<file path="config.mk">
export PLATFORM = sky130hd
export DESIGN_NAME = acc_interval_pps
export DESIGN_NICKNAME = d
export VERILOG_FILES = /design/src/rtl/acc_pps_pkg.sv /design/src/rtl/acc_bound.sv /design/src/rtl/pps_edge.sv /design/src/rtl/pps_capture.sv /design/src/rtl/acc_interval_pps.sv
export SDC_FILE = /design/constraint.sdc
export NUM_CORES = 1
export LEC_CHECK = 0
export ABC_AREA = 1
export BUFFER_PORTS_ARGS = -buffer_cell sky130_fd_sc_hd__buf_2
export CAP_MARGIN = 10
export CORE_MARGIN = 2
export CORE_UTILIZATION = 56
export DETAILED_ROUTE_END_ITERATION = 12
export PLACE_DENSITY = 0.85
export REMOVE_ABC_BUFFERS = 1
export SETUP_SLACK_MARGIN = 0.1
export SYNTH_ARGS = -nofsm -noshare
export SYNTH_HDL_FRONTEND = slang
export SYNTH_SLANG_ARGS = --single-unit
</file>
<file path="constraint.sdc">
create_clock -name clk -period 5.5 [get_ports clk]
set_input_delay 0.825 -clock clk [delete_from_list [all_inputs] [get_ports clk]]
set_output_delay 0.825 -clock clk [all_outputs]
set_load 0.01 [all_outputs]
</file>
<file path="src/rtl/acc_pps_pkg.sv">
package acc_pps_pkg;
  typedef enum logic {BND_LO = 1'b0, BND_HI = 1'b1} bnd_e;
  localparam int NUM_BND = 2;
  localparam int SYNC_N  = 2;
endpackage

</file>
<file path="src/rtl/acc_bound.sv">
module acc_bound #(
  parameter int W = 32
) (
  input  logic         clk,
  input  logic         rst_n,
  input  logic         tick,
  input  logic         load,
  input  logic [W-1:0] ld_val,
  input  logic [W-1:0] inc,
  output logic [W-1:0] bound
);
  localparam logic [W-1:0] MAXV = {W{1'b1}};

  logic [W:0]   sum;
  logic [W-1:0] grown;

  always_comb begin
    sum   = {1'b0, bound} + {1'b0, inc};
    grown = sum[W] ? MAXV : sum[W-1:0];
  end

  always_ff @(posedge clk) begin
    if (!rst_n)     bound <= '0;
    else if (load)  bound <= ld_val;
    else if (tick)  bound <= grown;
  end

  AST_LOAD_WINS: assert property (@(posedge clk) disable iff (!rst_n)
    load |=> bound == $past(ld_val));
  AST_NO_WRAP: assert property (@(posedge clk) disable iff (!rst_n)
    (tick && !load) |=> bound >= $past(bound));
  AST_IDLE_HOLD: assert property (@(posedge clk) disable iff (!rst_n)
    (!tick && !load) |=> $stable(bound));
endmodule

</file>
<file path="src/rtl/pps_edge.sv">
module pps_edge
  import acc_pps_pkg::*;
(
  input  logic clk,
  input  logic rst_n,
  input  logic pps_in,
  output logic rise
);
  logic [SYNC_N-1:0] sync_q;
  logic              prev_q;

  always_ff @(posedge clk) begin
    if (!rst_n) begin
      sync_q <= '0;
      prev_q <= 1'b0;
    end else begin
      sync_q <= {sync_q[SYNC_N-2:0], pps_in};
      prev_q <= sync_q[SYNC_N-1];
    end
  end

  assign rise = sync_q[SYNC_N-1] & ~prev_q;

  AST_ONE_SHOT: assert property (@(posedge clk) disable iff (!rst_n)
    rise |=> !rise);
endmodule

</file>
<file path="src/rtl/pps_capture.sv">
module pps_capture #(
  parameter int TW = 64,
  parameter int AW = 32
) (
  input  logic          clk,
  input  logic          rst_n,
  input  logic          rise,
  input  logic [TW-1:0] cur_time,
  input  logic [AW-1:0] lo,
  input  logic [AW-1:0] hi,
  input  logic          cap_ready,
  output logic          cap_valid,
  output logic          cap_overrun,
  output logic [TW-1:0] cap_time,
  output logic [AW-1:0] cap_lo,
  output logic [AW-1:0] cap_hi
);
  logic accept;
  assign accept = cap_valid & cap_ready;

  always_ff @(posedge clk) begin
    if (!rst_n) begin
      cap_valid   <= 1'b0;
      cap_overrun <= 1'b0;
      cap_time    <= '0;
      cap_lo      <= '0;
      cap_hi      <= '0;
    end else if (rise) begin
      cap_valid   <= 1'b1;
      cap_time    <= cur_time;
      cap_lo      <= lo;
      cap_hi      <= hi;
      if (cap_valid && !cap_ready) cap_overrun <= 1'b1;
      else if (accept)             cap_overrun <= 1'b0;
    end else if (accept) begin
      cap_valid   <= 1'b0;
      cap_overrun <= 1'b0;
    end
  end

  AST_OVR_NEEDS_VALID: assert property (@(posedge clk) disable iff (!rst_n)
    cap_overrun |-> cap_valid);
  AST_HOLD_RECORD: assert property (@(posedge clk) disable iff (!rst_n)
    (cap_valid && !cap_ready && !rise) |=> (cap_valid && $stable(cap_time) && $stable(cap_lo)));
  AST_CAPTURE_SETS: assert property (@(posedge clk) disable iff (!rst_n)
    rise |=> cap_valid);
endmodule

</file>
<file path="src/rtl/acc_interval_pps.sv">
module acc_interval_pps
  import acc_pps_pkg::*;
#(
  parameter int TIME_W = 64,
  parameter int ACC_W  = 32
) (
  input  logic              clk,
  input  logic              rst_n,
  input  logic              tick,
  input  logic [TIME_W-1:0] cur_time,
  input  logic [ACC_W-1:0]  lo_inc,
  input  logic [ACC_W-1:0]  hi_inc,
  input  logic              lo_ld,
  input  logic [ACC_W-1:0]  lo_ld_val,
  input  logic              hi_ld,
  input  logic [ACC_W-1:0]  hi_ld_val,
  input  logic              pps_in,
  output logic [ACC_W-1:0]  lo_bound,
  output logic [ACC_W-1:0]  hi_bound,
  output logic              cap_valid,
  input  logic              cap_ready,
  output logic [TIME_W-1:0] cap_time,
  output logic [ACC_W-1:0]  cap_lo,
  output logic [ACC_W-1:0]  cap_hi,
  output logic              cap_overrun
);
  logic [NUM_BND-1:0]            ld_vec;
  logic [NUM_BND-1:0][ACC_W-1:0] ldv_vec;
  logic [NUM_BND-1:0][ACC_W-1:0] inc_vec;
  logic [NUM_BND-1:0][ACC_W-1:0] bnd_vec;
  logic                          pps_rise;

  always_comb begin
    ld_vec[BND_LO]  = lo_ld;
    ld_vec[BND_HI]  = hi_ld;
    ldv_vec[BND_LO] = lo_ld_val;
    ldv_vec[BND_HI] = hi_ld_val;
    inc_vec[BND_LO] = lo_inc;
    inc_vec[BND_HI] = hi_inc;
  end

  for (genvar g = 0; g < NUM_BND; g++) begin : g_bnd
    acc_bound #(.W(ACC_W)) u_bnd (
      .clk    (clk),
      .rst_n  (rst_n),
      .tick   (tick),
      .load   (ld_vec[g]),
      .ld_val (ldv_vec[g]),
      .inc    (inc_vec[g]),
      .bound  (bnd_vec[g])
    );
  end

  assign lo_bound = bnd_vec[BND_LO];
  assign hi_bound = bnd_vec[BND_HI];

  pps_edge u_edge (
    .clk    (clk),
    .rst_n  (rst_n),
    .pps_in (pps_in),
    .rise   (pps_rise)
  );

  pps_capture #(.TW(TIME_W), .AW(ACC_W)) u_cap (
    .clk         (clk),
    .rst_n       (rst_n),
    .rise        (pps_rise),
    .cur_time    (cur_time),
    .lo          (lo_bound),
    .hi          (hi_bound),
    .cap_ready   (cap_ready),
    .cap_valid   (cap_valid),
    .cap_overrun (cap_overrun),
    .cap_time    (cap_time),
    .cap_lo      (cap_lo),
    .cap_hi      (cap_hi)
  );

  AST_BOUNDS_INDEPENDENT: assert property (@(posedge clk) disable iff (!rst_n)
    (!tick && lo_ld && !hi_ld) |=> $stable(hi_bound));
endmodule

</file>
Yosys cells after proc, flatten, opt, wreduce, memory -nomap -nowiden:

Cells that the tools add are included.

* mux-type cells: 11
* $add $sub $neg: 2
* bitwise logic cells: 3
* reductions and logical operators: 5

Operator list (number)
* 2-to-1 mux 32 bit: 6
* adder 32 x 32 -> 33 bit: 2
* nonzero test 2 bit: 3
* 2-to-1 mux 1 bit: 5
* bitwise AND 1 bit: 2
* logical AND 1 bit: 1
* logical NOT 1 bit: 1
* inverter 1 bit: 1

* output and inout bits: 194
* logic and storage cells: 30
* input port bits: 199
* flip-flop bits (word level): 197

Depth between registers and ports, before layout:

Gate-level depths: netlist (run 1).

* depth after elaboration: 4
* gate-level depth with buffers: 14
* depth with buffers taken out: 14

By module:

Synthesis (run 1) repeated with hierarchy kept, for this count alone.

* cells, all modules: 1934
* area total of the unflattened synthesis: 12662.1 um^2

By module, submodules not included
* pps_capture: times used 1, cells an instance 565, area each 4889.7 um^2, sequential area each 2602.5 um^2
* acc_bound at g_bnd[0].u_bnd: times used 1, cells an instance 705, area each 3873.7 um^2, sequential area each 640.6 um^2
* acc_bound at g_bnd[1].u_bnd: times used 1, cells an instance 653, area each 3806.2 um^2, sequential area each 640.6 um^2
* pps_edge: times used 1, cells an instance 11, area each 92.6 um^2, sequential area each 60.1 um^2

Worst setup path after synthesis (run 1):

Ideal clock, no wire load.

* path type: input port to flip-flop
* start point: input port hi_inc[0]
* end point: register g_bnd[1].u_bnd.bound[21]
* stages on the path: 14
* path slack: 2971 ps
* required time: 5360 ps
* arrival: 2389 ps
* setup time: 140 ps
* buffers on the path: 0
* cell sequence: ha_1 fa_1 nand2_1 nand2_1 nand3_1 nand2_1 nand2_1 nand2_2 nand2_2 nand2_1 nor2_1 nand3_1 nand2_1 a21oi_1

* longest elaborated chain between the ends: 4

Ends and longest elaborated chain
* from (decl): line acc_interval_pps.sv:12 `input logic [ACC_W-1:0] hi_inc,`
* adder 32 x 32 -> 33 bit: line acc_bound.sv:18 `sum = {1'b0, bound} + {1'b0, inc};`
* 2-to-1 mux 32 bit: line acc_bound.sv:19 `grown = sum[W] ? MAXV : sum[W-1:0];`
* 2-to-1 mux 32 bit: line acc_bound.sv:25 `else if (tick) bound <= grown;`
* 2-to-1 mux 32 bit: line acc_bound.sv:24 `else if (load) bound <= ld_val;`
* to (signal assigned): line acc_bound.sv:24
* to (signal assigned): line acc_bound.sv:25
* to (decl): line acc_bound.sv:10 `output logic [W-1:0] bound`

Every way passes these cells. The select of a mux whose other input is x is not followed.
A chain may end at the register's enable or synchronous reset.

Final worst setup path (run 1):

* start point: input port lo_inc[0]
* end point: register g_bnd[0].u_bnd.bound[25]

* longest elaborated chain between the ends: 4

Ends and longest elaborated chain
* from (decl): line acc_interval_pps.sv:11 `input logic [ACC_W-1:0] lo_inc,`
* adder 32 x 32 -> 33 bit: line acc_bound.sv:18
* 2-to-1 mux 32 bit: line acc_bound.sv:19
* 2-to-1 mux 32 bit: line acc_bound.sv:25
* 2-to-1 mux 32 bit: line acc_bound.sv:24
* to (signal assigned): line acc_bound.sv:24
* to (signal assigned): line acc_bound.sv:25
* to (decl): line acc_bound.sv:10

Every way passes these cells. The select of a mux whose other input is x is not followed.

==> flow_summary.toml, run 1 <==
[timing]
rsz0062_at_grt = "no"
clock_skew_ps = 17.0
period_share = 0.519
setup_slack_ps = 2640
whs_ps = 420
min_period_ps = 2860
hold_viol_final = 0
max_slew.worst_pin.slew_ps = 1240
fmax_mhz = 350
relSlewSlack = 0.176
finalSetupViolations = 0
maxSlewViolCount = 0

[critical_path]
regToRegStartpoint = "u_edge.sync_q[1]"
cp_top_family = "simple AND/OR/NAND/NOR gates"
path_cells = "buf_2 > ha_1 > fa_1 > nand2_1 > nand2_1 > nand3_1 > nand2_1 > nand2_1 > nand2_1 > nand2_1 > nand3_2 > nor2_2 > a31oi_1"
max_stage_delay_ps = 420
required_ps = 5820
worstPathArrival_ps = 3180
crit_path_end_kind = "register"
cp-startpoint = "lo_inc[0]"
worstSetupStartpointType = "input port"
r2r_slack_ps = 2700
ff2ff_path_depth = 7
slowest_stage = "nand3_2"
cp_max_fo = 20
path_buf_inv = 1
crit_type = "in -> reg"
r2r_end = "u_cap.cap_lo[10]"
crit_top_cell = "nand2_1"

[logic_synthesis]
syn_avg_cell_area_sq_um = 6.25
netlist_top_cells_area = "dfxtp_1 32%, nand2_1 15%, nor2_1 14%"
synth_flop_cell = "dfxtp_1"
yosysMostFrequentCell = "nand2_1"
ys_ff_latch = 197
netlist_instances = 1947
yosys-top-cells-count = "480 x nand2_1, 446 x nor2_1, 224 x inv_1"
synth_top_area_cell = "dfxtp_1"
synth_edf_count = 0
yosys_warnings = 0
synth_area_sq_um = 12200
synth_cell_types = 37
synth_top_area_frac = 0.324
yosysSeqAreaShare = 0.324
async_flop_share = 0

[global_route]
grt_max_degree = 131
grt_pass1_vias = 13000
overflow = 0
grt_pass1_wl_microns = 61700
track_usage = 0.336
antenna_found_initial = 5

[place]
placedCellCount = 2551
port_buffers = 392
routabilityCongestion = 0.977
hpwlAfterDp_microns = 30000
pre_cts_ws_ps = 2230

[cts]
cts_setup_buffers = 0
clkTransAtPathRegs_ps = 80
cts_buffers = 17
cts_buffer_depth = 2
h-tree-depth = 4
clk_latency_ps = 460
cts.sinks = 197
hold_buffers = 0
cts-root-buf = "clkbuf_16"
cts_tree = "yes"
cts_resized = 0

[detailed_routing]
drt_first_pass_iters = 6
dr_total_vias = 13600
drt_iter0_drc = 819
wirelength_microns = 39800
ant_nets = 0
routedWlPerCell_microns = 15.4
drc_errors = 0
post_drt_via_cell_ratio = 5.27

[cells_and_area]
fillCellCount = 1893
seq_area_sq_um = 3940
nNetsFinal = 2560
drive_gt1_frac = 0.215
final-instance-count-excl-fill = 2587
multiInputGateArea_sq_um = 7070
fin_util = 0.702
syn2layout_area_growth_pct = 22.0

[floorplanning]
start_util = 0.576
die_y_microns = 151
die_w_microns = 151
die_area_sq_um = 22900
io_pins = 393
floorplan.rows = 53
coreArea_sq_um = 21200

[min_path]
worstHoldStart = "u_edge.sync_q[0]"
worstHoldEndpoint = "u_edge.sync_q[1]"
min_path_type = "reg -> reg"
min_path_cells = 2

[power_and_ir_drop]
vdd_drop_max_uv = 211
p_per_area_nw_per_um2 = 281
leakage_nw = 8.38
total_power_w = 0.00417

[run]
drv_cap = 0

[status]
status = "finished clean"
[worst max-delay path by stage]
stage	cells past startpoint	slack, ps	endpoint
global placement	13	2290	g_bnd[1].u_bnd.bound[25]
floorplan	5	-1380	u_cap.cap_valid
finish	13	2640	g_bnd[0].u_bnd.bound[25]
CTS	13	2680	g_bnd[1].u_bnd.bound[25]
detailed placement	13	2230	g_bnd[1].u_bnd.bound[25]
global route	7	2440	u_cap.cap_hi[12]
[registers in the layout, indices dropped and copies added, names as in the netlist, named ones only]
signal,count
u_edge.prev_q,1
u_edge.sync_q,2
u_cap.cap_lo,32
u_cap.cap_time,64
u_cap.cap_hi,32
u_cap.cap_valid,1
g_bnd.u_bnd.bound,64
[routing by layer]
layer	routed length (microns)	share of wire	vias up	global-route usage
li1	-	-	6820	-
met1	16000	0.40	6182	0.402
met2	19700	0.49	531	0.606
met3	3010	0.076	86	0.0590
met4	1030	0.026	6	0.108
met5	35	0.00088	-	0
[worst reg2reg max path: stages, from the launching register on]
cell	delay, ps
dfxtp_1	340
inv_1	70
nor2_4	70
buf_4	870
inv_4	420
buf_4	530
nor2_1	320
nor2_1	70
[layout by cell type, fill, tap and decap left out, types with 8 or more instances in the layout]
| cell | netlist | final |
|---|---|---|
| a21oi_1 | 95 | 95 |
| a21oi_2 | 20 | 20 |
| buf_2 | 1 | 391 |
| buf_4 | 0 | 8 |
| clkbuf_16 | 0 | 17 |
| dfxtp_1 | 197 | 197 |
| ha_1 | 64 | 64 |
| inv_1 | 224 | 223 |
| nand2_1 | 480 | 480 |
| nand3_1 | 66 | 66 |
| nor2_1 | 446 | 443 |
| nor3_1 | 12 | 12 |
| o21ai_0 | 130 | 130 |
| o21ai_1 | 20 | 20 |
| o21ai_2 | 20 | 20 |
| o21bai_1 | 11 | 11 |
| o221ai_1 | 11 | 11 |
| xor2_1 | 32 | 32 |
[power breakdown]
part           internal, W  switching (W)
Clock             0.000622       0.000671
Combinational     0.000452       0.000803
Sequential         0.00153      0.0000945
[kinds of logic after synthesis]
family	Yosys count	synth area share
and+or+nand+nor	1037	0.338
AOI/OAI and AO/OA	312	0.147
buffers and inverters	300	0.0970
DFF	197	0.324
adders and majority gates	66	0.0691
xor gates and xnor gates	35	0.0252
[area by class of cell]
| cell class | instances | area share |
|---|---|---|
| inverter | 230 | 0.0583 |
| clock inverter | 14 | 0.0118 |
| timing repair buffer | 399 | 0.136 |
| antenna | 4 | 0.000674 |
| clock buffer | 18 | 0.0289 |
| multi-input combinational | 1450 | 0.476 |
| sequential | 197 | 0.265 |
| tap | 275 | 0.0232 |
[metrics by stage]
| step | TNS [ps] | area [sq um] |
|---|---|---|
| 2_1_floorplan | -166740 | 11900 |
| 3_3_place_gp | 0 | 14200 |
| 3_5_place_dp | 0 | 14200 |
| 4_1_cts | 0 | 14800 |
| 5_1_grt | 0 | 14900 |
| 6_report | 0 | 14900 |
Note: power is estimated with default switching activity, not from simulation.
==> inputs of run 2 (changes only) <==
--- a/config.mk
+++ b/config.mk
@@ -9,9 +9,9 @@
 export BUFFER_PORTS_ARGS = -buffer_cell sky130_fd_sc_hd__buf_2
 export CAP_MARGIN = 10
 export CORE_MARGIN = 2
-export CORE_UTILIZATION = 56
+export CORE_UTILIZATION = 47
 export DETAILED_ROUTE_END_ITERATION = 12
-export PLACE_DENSITY = 0.85
+export PLACE_DENSITY = 0.76
 export REMOVE_ABC_BUFFERS = 1
 export SETUP_SLACK_MARGIN = 0.1
 export SYNTH_ARGS = -nofsm -noshare
==> constraint.sdc (replaced) <==
create_clock -name clk -period 2.5 [get_ports clk]
set_input_delay 0.375 -clock clk [delete_from_list [all_inputs] [get_ports clk]]
set_output_delay 0.375 -clock clk [all_outputs]
set_load 0.01 [all_outputs]
==> run 2 against run 1 <==
- critical path depth unchanged
- worst setup slack got worse by 2400 ps
- clock-buffer cell count unchanged
- design area increased by 3.4%
- via count decreased by 0.70%
- cell count increased by 3.4%
- global-route usage decreased by 5.2 points
- die area increased by 19%
- non-clock buffer count increased by 34
- core utilization decreased by 9.6 points
- flip-flop and latch count unchanged
- critical path type is now reg -> reg
- largest power group unchanged
- highest routed layer is now met4
==> flow_summary.toml, run 2 (same netlist as run 1, synthesis figures left out) <==
[status]
status = "finished clean"

[timing]
clock_skew_ps = 15.9
max_slew.worst_pin.slew_ps = 604
finalSetupTns_ps = 0
setup_slack_ps = 270
hold_viol_final = 0
fmax_mhz = 448
finalSetupViolations = 0
period_share = 0.892
min_period_ps = 2230
relSlewSlack = 0.597
maxSlewViolCount = 0
whs_ps = 120
rsz0062_at_grt = "yes"

[cells_and_area]
drive_gt1_frac = 0.231
nNetsFinal = 2595
syn2layout_area_growth_pct = 26.1
fin_util = 0.606
final_common_cell = "nand2_1"
final_cell_mix = "476 x nand2_1, 443 x nor2_1, 391 x buf_2"
fillCellCount = 2488
largestRegisters = "g_bnd.u_bnd.bound (64), u_cap.cap_time (64)"

[cts]
clkTransAtPathRegs_ps = 80
clk_latency_ps = 450
cts_buffers = 17
cts.sinks = 197
cts_buffer_depth = 2
hold_buffers = 0
h-tree-depth = 4
cts-root-buf = "clkbuf_16"
cts_tree = "yes"

[global_route]
grt_max_degree = 130
track_usage = 0.284
grt_pass1_wl_microns = 61800
grt_pass1_vias = 12500
overflow = 0
antenna_found_initial = 3

[place]
routabilityCongestion = 1.01
hpwlAfterDp_microns = 31300
pre_cts_ws_ps = 45.4
port_buffers = 392

[floorplanning]
coreArea_sq_um = 25300
io_pins = 393
die_area_sq_um = 27200
start_util = 0.481
die_y_microns = 165
floorplan.rows = 58
die_w_microns = 165

[critical_path]
cp_max_fo = 9
worstSetupStartpointType = "register"
worstPathArrival_ps = 2530
required_ps = 2800
crit_type = "reg -> reg"
crit_path_end_kind = "register"

[detailed_routing]
wirelength_microns = 40500
post_drt_via_cell_ratio = 5.06
drt_iter0_drc = 873
drt_first_pass_iters = 5
drc_errors = 0
ant_nets = 0
routedWlPerCell_microns = 15.1
dr_total_vias = 13500

[power_and_ir_drop]
p_per_area_nw_per_um2 = 610
leakage_nw = 8.61
vdd_drop_max_uv = 348

[min_path]
min_path_type = "in -> reg"

[run]
drv_cap = 0
-- run 2: cell types whose count changed in the layout (fill, tap and decap cells not counted), moves of 2 or more --
cell / delta
buf_4: +25
buf_12: +6
nand2_1: -4
fa_1: -2
fa_2: +2
nand2_2: +2
nand2_4: +2
-- run 2: repair_timing --
item | 4_1_cts | 5_1_grt
endpoints found under the setup margin | 0 | 56
buffers inserted | 0 | 2
gates resized for setup | 0 | 19
hold endpoints to repair | 0 | 0
-- run 2: layout make-up --
cell class | count | area, sq um | area share
Sequential cell | 197 | 3950 | 0.257
Tap cell | 330 | 413 | 0.0269
Antenna cell | 3 | 7.51 | 0.000489
Inverter | 230 | 866 | 0.0564
Clock buffer | 18 | 429 | 0.0279
Multi-Input combinational cell | 1451 | 7140 | 0.465
Clock inverter | 14 | 180 | 0.0117
Timing Repair Buffer | 433 | 2380 | 0.155
-- run 2: power breakdown --
group | switching [W] | internal [W] | total [W] | leakage [nW]
Sequential | 0.000180 | 0.00336 | 0.00354 | 1.62
Combinational | 0.00183 | 0.00110 | 0.00292 | 6.70
Clock | 0.00152 | 0.00137 | 0.00289 | 0.294
Total | 0.00353 | 0.00584 | 0.00936 | 8.61
-- run 2: path summary, 6_finish.rpt --
path	start	endpoint	slack [ps]	depth (start not counted)
worst max-delay path	g_bnd[1].u_bnd.bound[0]	g_bnd[1].u_bnd.bound[15]	270	13
worst min-delay path	pps_in	u_edge.sync_q[0]	120	3
worst max register to register	g_bnd[1].u_bnd.bound[0]	g_bnd[1].u_bnd.bound[15]	270	13
worst min register to register	u_edge.sync_q[0]	u_edge.sync_q[1]	430	2
-- run 2: per-stage QoR --
stage                     area (sq um)  total power [W]  std cells
after floorplan                  11900          0.00539       1877
after detailed placement         14600          0.00644       2637
after CTS                        15200          0.00933       2669
after global routing             15400          0.00987       2676
after global placement           14600          0.00640       2637
final                            15400          0.00936       2676
-- run 2: per-layer routing --
metal	track usage	share of wire
met5	0	0
met3	0.0364	0.053
met1	0.340	0.42
met2	0.516	0.50
met4	0.106	0.029
-- run 2: critical path: stages (launching register included) --
cell and delay, ps:
dfxtp_1 350, ha_1 240, fa_2 360, nand2_1 90, nand2_1 70, nand3_1 80
nand2_1 110, nand2_1 90, nand2_2 60, nand2_2 90, nand3_4 140, buf_12 200
o21ai_2 130, a21oi_2 60
